$ cat src/rtl/clksel_pkg.sv
package clksel_pkg;
    typedef enum logic [1:0] {
        SRC_INT  = 2'd0,
        SRC_XTAL = 2'd1,
        SRC_EXT  = 2'd2,
        SRC_RSVD = 2'd3
    } src_e;

    typedef enum logic [1:0] {
        ST_RUN   = 2'd0,
        ST_DRAIN = 2'd1,
        ST_SYNC  = 2'd2
    } sw_state_e;

    typedef enum logic [1:0] {
        OSC_RUN  = 2'd0,
        OSC_STBY = 2'd1,
        OSC_OFF  = 2'd2
    } osc_mode_e;

    localparam int NUM_CLK = 4;
    localparam int PLL_IDX = 3;
endpackage

$ cat src/rtl/clksel_edge_det.sv
module clksel_edge_det (
    input  logic clk,
    input  logic rst_n,
    input  logic lvl_i,
    output logic tick_o
);
    logic s1_q, s2_q, s3_q;

    always_ff @(posedge clk or negedge rst_n) begin
        if (!rst_n) begin
            s1_q <= 1'b0;
            s2_q <= 1'b0;
            s3_q <= 1'b0;
        end else begin
            s1_q <= lvl_i;
            s2_q <= s1_q;
            s3_q <= s2_q;
        end
    end

    // any settled level change is one source edge
    assign tick_o = s2_q ^ s3_q;
endmodule

$ cat src/rtl/clksel_postscale.sv
module clksel_postscale #(
    parameter int CODE_W  = 4,
    parameter int MAX_LOG = 8
) (
    input  logic              clk,
    input  logic              rst_n,
    input  logic              tick_i,
    input  logic              hold_i,
    input  logic              restart_i,
    input  logic [CODE_W-1:0] code_i,
    output logic              clk2x_o,
    output logic              sys_o,
    output logic              fall_o
);
    localparam int CNT_W = (MAX_LOG > 0) ? MAX_LOG : 1;
    localparam int SH_W  = $clog2(MAX_LOG + 1);

    logic [SH_W-1:0]  sh_q, sh_new;
    logic [CNT_W-1:0] cnt_q, lim;
    logic             clk2x_q, sys_q, term;

    assign sh_new = (code_i > CODE_W'(MAX_LOG)) ? SH_W'(MAX_LOG) : SH_W'(code_i);
    assign lim    = CNT_W'((1 << sh_q) - 1);
    assign term   = tick_i && !hold_i && (cnt_q == lim);

    always_ff @(posedge clk or negedge rst_n) begin
        if (!rst_n) begin
            cnt_q   <= '0;
            sh_q    <= '0;
            clk2x_q <= 1'b0;
            sys_q   <= 1'b0;
        end else begin
            if (restart_i || term) begin
                cnt_q <= '0;
            end else if (tick_i && !hold_i) begin
                cnt_q <= cnt_q + 1'b1;
            end
            if (term) begin
                sh_q    <= sh_new;
                clk2x_q <= ~clk2x_q;
                if (!clk2x_q) begin
                    sys_q <= ~sys_q;
                end
            end
        end
    end

    assign clk2x_o = clk2x_q;
    assign sys_o   = sys_q;
    assign fall_o  = term && clk2x_q;


    sys_on_rise_chk: assert property (@(posedge clk) disable iff (!rst_n)
        !$stable(sys_q) |-> $rose(clk2x_q));


    code_at_term_chk: assert property (@(posedge clk) disable iff (!rst_n)
        !$stable(sh_q) |-> !$stable(clk2x_q));


    cnt_bound_chk: assert property (@(posedge clk) disable iff (!rst_n)
        cnt_q <= lim);
endmodule

$ cat src/rtl/clksel_loss_mon.sv
module clksel_loss_mon #(
    parameter int WIN = 16
) (
    input  logic clk,
    input  logic rst_n,
    input  logic en_i,
    input  logic ref_tick_i,
    input  logic clr_i,
    output logic loss_o,
    output logic flag_o
);
    localparam int CW = $clog2(WIN + 1);

    logic [CW-1:0] gap_q;
    logic          flag_q;

    assign loss_o = en_i && !ref_tick_i && (gap_q == CW'(WIN - 1));

    always_ff @(posedge clk or negedge rst_n) begin
        if (!rst_n) begin
            gap_q  <= '0;
            flag_q <= 1'b0;
        end else begin
            if (!en_i || ref_tick_i || loss_o) begin
                gap_q <= '0;
            end else begin
                gap_q <= gap_q + 1'b1;
            end
            if (loss_o) begin
                flag_q <= 1'b1;
            end else if (clr_i) begin
                flag_q <= 1'b0;
            end
        end
    end

    assign flag_o = flag_q;


    loss_sets_flag_chk: assert property (@(posedge clk) disable iff (!rst_n)
        loss_o |=> flag_q);


    flag_clear_chk: assert property (@(posedge clk) disable iff (!rst_n)
        $fell(flag_q) |-> $past(clr_i));
endmodule

$ cat src/rtl/clksel_switch_fsm.sv
module clksel_switch_fsm
    import clksel_pkg::*;
#(
    parameter int SYNC_EDGES = 2
) (
    input  logic               clk,
    input  logic               rst_n,
    input  logic [1:0]         req_src_i,
    input  logic               req_pll_i,
    input  logic               req_ready_i,
    input  logic [NUM_CLK-1:0] ticks_i,
    input  logic               fall_i,
    input  logic               loss_i,
    output logic [1:0]         active_src_o,
    output logic               pll_active_o,
    output logic [1:0]         tgt_src_o,
    output logic               tgt_pll_o,
    output logic               hold_o,
    output logic               restart_o,
    output logic               busy_o,
    output logic               pending_o
);
    localparam int SC_W = $clog2(SYNC_EDGES + 1);

    sw_state_e       state_q, state_d;
    src_e            active_q, tgt_q;
    logic            pll_q, tgt_pll_q;
    logic [SC_W-1:0] sync_q;
    logic            differs, new_tick, sync_done;

    assign differs   = (src_e'(req_src_i) != active_q) || (req_pll_i != pll_q);
    assign new_tick  = tgt_pll_q ? ticks_i[PLL_IDX] : ticks_i[tgt_q];
    assign sync_done = new_tick && (sync_q == SC_W'(SYNC_EDGES - 1));

    always_comb begin
        state_d = state_q;
        unique case (state_q)
            ST_RUN:   if (differs && req_ready_i) state_d = ST_DRAIN;
            ST_DRAIN: if (fall_i)                 state_d = ST_SYNC;
            ST_SYNC:  if (sync_done)              state_d = ST_RUN;
            default:                              state_d = ST_RUN;
        endcase
        if (loss_i) begin
            state_d = ST_RUN;
        end
    end

    always_ff @(posedge clk or negedge rst_n) begin
        if (!rst_n) begin
            state_q <= ST_RUN;
        end else begin
            state_q <= state_d;
        end
    end

    always_ff @(posedge clk or negedge rst_n) begin
        if (!rst_n) begin
            active_q  <= SRC_INT;
            pll_q     <= 1'b0;
            tgt_q     <= SRC_INT;
            tgt_pll_q <= 1'b0;
            sync_q    <= '0;
        end else if (loss_i) begin
            active_q <= SRC_INT;
            pll_q    <= 1'b0;
            sync_q   <= '0;
        end else begin
            unique case (state_q)
                ST_RUN: begin
                    sync_q <= '0;
                    if (state_d == ST_DRAIN) begin
                        tgt_q     <= src_e'(req_src_i);
                        tgt_pll_q <= req_pll_i;
                    end
                end
                ST_DRAIN: sync_q <= '0;
                ST_SYNC: begin
                    if (sync_done) begin
                        active_q <= tgt_q;
                        pll_q    <= tgt_pll_q;
                        sync_q   <= '0;
                    end else if (new_tick) begin
                        sync_q <= sync_q + 1'b1;
                    end
                end
                default: sync_q <= '0;
            endcase
        end
    end

    assign active_src_o = active_q;
    assign pll_active_o = pll_q;
    assign tgt_src_o    = tgt_q;
    assign tgt_pll_o    = tgt_pll_q;
    assign hold_o       = (state_q == ST_SYNC);
    assign restart_o    = loss_i;
    assign busy_o       = (state_q != ST_RUN);
    assign pending_o    = busy_o || differs;


    sel_change_chk: assert property (@(posedge clk) disable iff (!rst_n)
        (!$stable(active_q) || !$stable(pll_q)) |-> ($past(state_q) == ST_SYNC || $past(loss_i)));
endmodule

$ cat src/rtl/clk_source_ctrl.sv
module clk_source_ctrl
    import clksel_pkg::*;
#(
    parameter int CODE_W     = 4,
    parameter int MAX_LOG    = 8,
    parameter int LOSS_WIN   = 16,
    parameter int SYNC_EDGES = 2
) (
    input  logic              clk,
    input  logic              rst_n,
    input  logic              int_osc_i,
    input  logic              xtal_osc_i,
    input  logic              ext_clk_i,
    input  logic              pll_clk_i,
    input  logic              xtal_ready_i,
    input  logic              ext_ready_i,
    input  logic              pll_lock_i,
    input  logic [1:0]        src_sel_i,
    input  logic              pll_sel_i,
    input  logic [CODE_W-1:0] post_code_i,
    input  logic              int_pd_req_i,
    input  logic              int_stby_req_i,
    input  logic              xtal_pd_req_i,
    input  logic              pll_pd_req_i,
    input  logic              loss_clr_i,
    output logic              clk2x_o,
    output logic              sys_clk_o,
    output logic [1:0]        active_src_o,
    output logic              pll_active_o,
    output logic              switch_pending_o,
    output logic              loss_flag_o,
    output logic [1:0]        int_mode_o,
    output logic              xtal_pd_o,
    output logic              pll_pd_o
);
    logic [NUM_CLK-1:0] lvl, ticks;
    logic [1:0]         active_src, tgt_src;
    logic               pll_active, tgt_pll, hold, restart, busy, pending;
    logic               fall, loss, loss_flag, sel_tick, ref_tick;
    logic               src_ok, pll_ok, req_ready;
    logic               int_use, xtal_use, pll_use;
    osc_mode_e          int_mode_q;
    logic               xtal_pd_q, pll_pd_q;

    assign lvl = {pll_clk_i, ext_clk_i, xtal_osc_i, int_osc_i};

    for (genvar g = 0; g < NUM_CLK; g++) begin : g_sync
        clksel_edge_det u_edge (
            .clk    (clk),
            .rst_n  (rst_n),
            .lvl_i  (lvl[g]),
            .tick_o (ticks[g])
        );
    end

    assign ref_tick = ticks[active_src];
    assign sel_tick = pll_active ? ticks[PLL_IDX] : ref_tick;

    always_comb begin
        case (src_e'(src_sel_i))
            SRC_INT:  src_ok = (int_mode_q == OSC_RUN);
            SRC_XTAL: src_ok = xtal_ready_i && !xtal_pd_q;
            SRC_EXT:  src_ok = ext_ready_i;
            default:  src_ok = 1'b0;
        endcase
    end
    assign pll_ok    = !pll_sel_i || (pll_lock_i && !pll_pd_q);
    assign req_ready = src_ok && pll_ok && !loss_flag;

    clksel_switch_fsm #(.SYNC_EDGES(SYNC_EDGES)) u_fsm (
        .clk          (clk),
        .rst_n        (rst_n),
        .req_src_i    (src_sel_i),
        .req_pll_i    (pll_sel_i),
        .req_ready_i  (req_ready),
        .ticks_i      (ticks),
        .fall_i       (fall),
        .loss_i       (loss),
        .active_src_o (active_src),
        .pll_active_o (pll_active),
        .tgt_src_o    (tgt_src),
        .tgt_pll_o    (tgt_pll),
        .hold_o       (hold),
        .restart_o    (restart),
        .busy_o       (busy),
        .pending_o    (pending)
    );

    clksel_postscale #(.CODE_W(CODE_W), .MAX_LOG(MAX_LOG)) u_post (
        .clk       (clk),
        .rst_n     (rst_n),
        .tick_i    (sel_tick),
        .hold_i    (hold),
        .restart_i (restart),
        .code_i    (post_code_i),
        .clk2x_o   (clk2x_o),
        .sys_o     (sys_clk_o),
        .fall_o    (fall)
    );

    clksel_loss_mon #(.WIN(LOSS_WIN)) u_loss (
        .clk        (clk),
        .rst_n      (rst_n),
        .en_i       (pll_active),
        .ref_tick_i (ref_tick),
        .clr_i      (loss_clr_i),
        .loss_o     (loss),
        .flag_o     (loss_flag)
    );

    assign int_use  = (src_e'(active_src) == SRC_INT)  || (busy && src_e'(tgt_src) == SRC_INT);
    assign xtal_use = (src_e'(active_src) == SRC_XTAL) || (busy && src_e'(tgt_src) == SRC_XTAL);
    assign pll_use  = pll_active || (busy && tgt_pll);

    always_ff @(posedge clk or negedge rst_n) begin
        if (!rst_n) begin
            int_mode_q <= OSC_RUN;
            xtal_pd_q  <= 1'b0;
            pll_pd_q   <= 1'b0;
        end else begin
            if (int_use)             int_mode_q <= OSC_RUN;
            else if (int_pd_req_i)   int_mode_q <= OSC_OFF;
            else if (int_stby_req_i) int_mode_q <= OSC_STBY;
            else                     int_mode_q <= OSC_RUN;
            xtal_pd_q <= xtal_pd_req_i && !xtal_use;
            pll_pd_q  <= pll_pd_req_i && !pll_use;
        end
    end

    assign active_src_o     = active_src;
    assign pll_active_o     = pll_active;
    assign switch_pending_o = pending;
    assign loss_flag_o      = loss_flag;
    assign int_mode_o       = int_mode_q;
    assign xtal_pd_o        = xtal_pd_q;
    assign pll_pd_o         = pll_pd_q;


    pll_off_unused_chk: assert property (@(posedge clk) disable iff (!rst_n)
        pll_pd_q |-> !pll_active);


    xtal_off_unused_chk: assert property (@(posedge clk) disable iff (!rst_n)
        xtal_pd_q |-> (src_e'(active_src) != SRC_XTAL));
endmodule

$ cat config.mk
export PLATFORM = sky130hd
export DESIGN_NAME = clk_source_ctrl
export DESIGN_NICKNAME = d
export VERILOG_FILES = /design/src/rtl/clksel_pkg.sv /design/src/rtl/clksel_edge_det.sv /design/src/rtl/clksel_postscale.sv /design/src/rtl/clksel_loss_mon.sv /design/src/rtl/clksel_switch_fsm.sv /design/src/rtl/clk_source_ctrl.sv
export SDC_FILE = /design/constraint.sdc
export NUM_CORES = 1
export LEC_CHECK = 0
export BUFFER_PORTS_ARGS = -buffer_cell sky130_fd_sc_hd__buf_2
export CELL_PAD_IN_SITES_DETAIL_PLACEMENT = 0
export CELL_PAD_IN_SITES_GLOBAL_PLACEMENT = 1
export CORE_MARGIN = 5
export CORE_UTILIZATION = 40
export CTS_CLUSTER_SIZE = 25
export DETAILED_ROUTE_END_ITERATION = 8
export MAX_ROUTING_LAYER = met4
export PLACE_DENSITY = 0.72
export SYNTH_ARGS = -nofsm -noshare
export SYNTH_HDL_FRONTEND = slang
export SYNTH_HIERARCHICAL = 1
export SYNTH_SLANG_ARGS = --single-unit
$ cat constraint.sdc
create_clock -name clk -period 2.3 [get_ports clk]
set_input_delay 0 -clock clk [delete_from_list [all_inputs] [get_ports clk]]
set_output_delay 0 -clock clk [all_outputs]
set_load 0.01 [all_outputs]
==> reports/metrics.cfg <==
[global_route]
grt-ovfl-total = 0
grt_use_total_pct = 15.51
grt_first_pass_wirelength_um = 9190
antenna_found_initial = 0
first_global_vias = 1989
grt_max_degree = 23

[yosys]
syn-instance-count = 218
ys.flop_type = dfrtp_1
synth_warnings = 6
ys_seq_elements = 46
yosys.area.top_type = dfrtp_1
synth_common_cells = dfrtp_1 (46), xor2_1 (17), nor3_1 (14)
syn_area_per_cell_um2 = 11.24
yosys-top-cells-area = dfrtp_1 (47%), xor2_1 (6.1%), mux2_2 (3.2%)
yosysMostFrequentCell = dfrtp_1
synth_top_area_share_pct = 46.96
syn_nets = 243
async_reset_ff_share_pct = 100.0
synth-edff-count = 0
yosys.cell_types.count = 59
seq_area_frac_synth_pct = 46.96
netlist_area_um2 = 2451

[timing]
finalMaxSlewViolations = 0
period_minus_slack_ns = 2.438
skew_ns = 0.003205
worst_slew_pin_slew_ns = 0.5866
clock.fmax_mhz = 410.2
period_share_pct = 106.0
timing.hold.ws_ns = 0.01626
rsz0062_at_grt = true
finalSetupViolations = 15
finalHoldViolCount = 0
setup_slack_ns = -0.1380
slew_headroom_pct = 60.66

[min_path]
whs_path_depth = 2
min_path_type = primary input to register
whs_endpoint = u_fsm/tgt_src_o[0]
hold_start = src_sel_i[0]

[critical_path]
r2r_slack_ns = -0.14
critPathCaptureType = register
cp_slowest_cell = dfrtp_2
r2r_cells = 10
critical_path_required_ns = 2.49
path_buf_inv = 2
crit_arrival_ns = 2.62
path_delay_family = simple AND/OR/NAND/NOR gates
rr_startpoint = u_post/sh_q[2]
r2r_end = u_post/sh_q[0]
max_stage_delay_ns = 0.45
cp_cell_sequence = nor2_4 -> nand3b_1 -> ha_4 -> xor2_1 -> and3_4 -> o2111ai_4 -> buf_6 -> a211oi_4 -> buf_4 -> mux2_4
crit_type = register to register
startpoint_type = register
crit_fanout = 4

[job]
maxCapViolCount = 0

[cts]
clock_latency_ns = 0.29
cts.path.max_buffers = 2
clkSinkCount = 46
cts-root-buf = clkbuf_8
cts_tree = yes
clk_pin_slew_worst_paths_ns = 0.08
cts_buffers = 5
cts_max_level = 2

[floorplanning]
die_x_um = 88.28
io_pins = 32
rows = 28
start_util_pct = 41.16
coreArea_um2 = 5956
die_y_um = 88.28
die_area_um2 = 7793

[outcome]
status = complete, but fails checks
violations = setup timing

[route]
drt-total-wl_um = 5383
routedWlPerCell_um = 14.55
drt_pass1_iterations = 4
drc = 0
vias = 1901
ant_nets = 0
drt_iter0_drc = 61
avgViaCountPerCell = 5.138

[power_and_ir_drop]
ir_drop_mv = 0.7189
power_density_nw_per_um2 = 1006
cellLeakagePower_uw = 0.001516

[place]
placed_area_um2 = 2883
dpl.hpwl_um = 3841
gp_congestion = 0.8075
port_buffers = 31

[final_layout]
fin_area_um2 = 3307
areaGrowthSynthToFinish_pct = 34.92
antenna_cells = 0
nNetsFinal = 319
drive_above_1_share_pct = 41.02

## timing repair
action                                  4_1_cts  5_1_grt
buffers inserted                              5        3
hold endpoints to repair                     32        0
resized for setup                            13       15
pin swaps                                     6        4
hold buffers                                 13        0
endpoints found under the setup margin       15       17
## stage by stage
step	power (uW)	setup WS [ns]	TNS (ns)	cells	util, %
6_report	3326	-0.1380	-1.159	370	55.53
5_1_grt	3568	-0.2241	-2.677	370	55.53
4_1_cts	3211	-0.1284	-0.7018	367	53.89
3_5_place_dp	2524	-0.1821	-1.321	341	48.40
3_3_place_gp	2499	-0.1076	-0.7345	341	48.40
2_1_floorplan	2103	-0.07542	-0.1519	218	-
## final cells by class
type / count / area, um2
Inverter: 11 / 41.29
Timing Repair Buffer: 78 / 555.5
Tap cell: 75 / 93.84
Multi-Input combinational cell: 152 / 1368
Fill cell: 531 / 2649
Clock buffer: 6 / 82.58
Sequential cell: 46 / 1154
Clock inverter: 2 / 12.51
## layout by cell type (no fill, tap or decap), types with 3 or more instances in the layout
cell type	Yosys	layout
a211oi_1	3	3
dfrtp_1	46	44
inv_1	11	11
xor2_1	17	14
clkbuf_8	0	6
mux2_2	7	7
xnor2_1	4	3
buf_2	4	31
nor3_1	14	6
ha_1	4	3
or2b_1	3	3
dlygate4sd3_1	0	13
nor3_2	0	5
mux2i_1	5	5
and3_1	6	5
buf_4	1	31
nor2b_1	4	3
nand2b_1	9	9
nor2_1	9	8
nor3_4	0	3
xor2_2	0	3
nand2_1	6	6
and2_1	3	3
nand3_1	4	4
a211oi_4	3	3
a21oi_1	5	3
## sequential cells by signal, summed over array words and instances, names as in the netlist, 4 cells and up
register / cells
u_post/cnt_q: 8
g_sync.u_edge/s3_q: 4
u_post/sh_q: 4
g_sync.u_edge/s2_q: 4
u_loss/gap_q: 5
g_sync.u_edge/s1_q: 4
## routing by layer
layer  vias to the layer above  track usage (%)  share of wire (%)
li1                        920                -                  -
met1                       935            18.80                 45
met2                        39            25.97                 49
met3                         7            3.445                5.3
met4                         0            4.533                1.4
met5                         -                -                  0
## power by group
group	switching [uW]	internal, uW	leakage, uW	total [uW]
clock	268	242	0.0000472	510
sequential	224	967	0.000580	1190
combinational	776	850	0.000889	1630
## how the worst max path moves through the flow
stage	from	to	slack [ns]	depth (start not counted)
global placement	g_sync[2].u_edge/s2_q	u_fsm/state_q[1]	-0.11	10
CTS	u_post/sh_q[2]	u_post/sh_q[1]	-0.13	10
floorplan	u_post/sh_q[3]	u_fsm/state_q[1]	-0.08	10
finish	u_post/sh_q[2]	u_post/sh_q[0]	-0.14	10
global route	u_post/sh_q[2]	u_post/sh_q[2]	-0.22	10
detailed placement	g_sync[1].u_edge/s2_q	u_fsm/state_q[1]	-0.18	10
## kinds of logic after synthesis
kind of cell	share of synthesized area, %
buf+inv	4.033
xor+xnor	7.504
fa+ha+maj	2.042
mux	6.943
simple gates	19.30
compound gates	13.22
flops	46.96
Note: power is estimated with default switching activity, not from simulation.
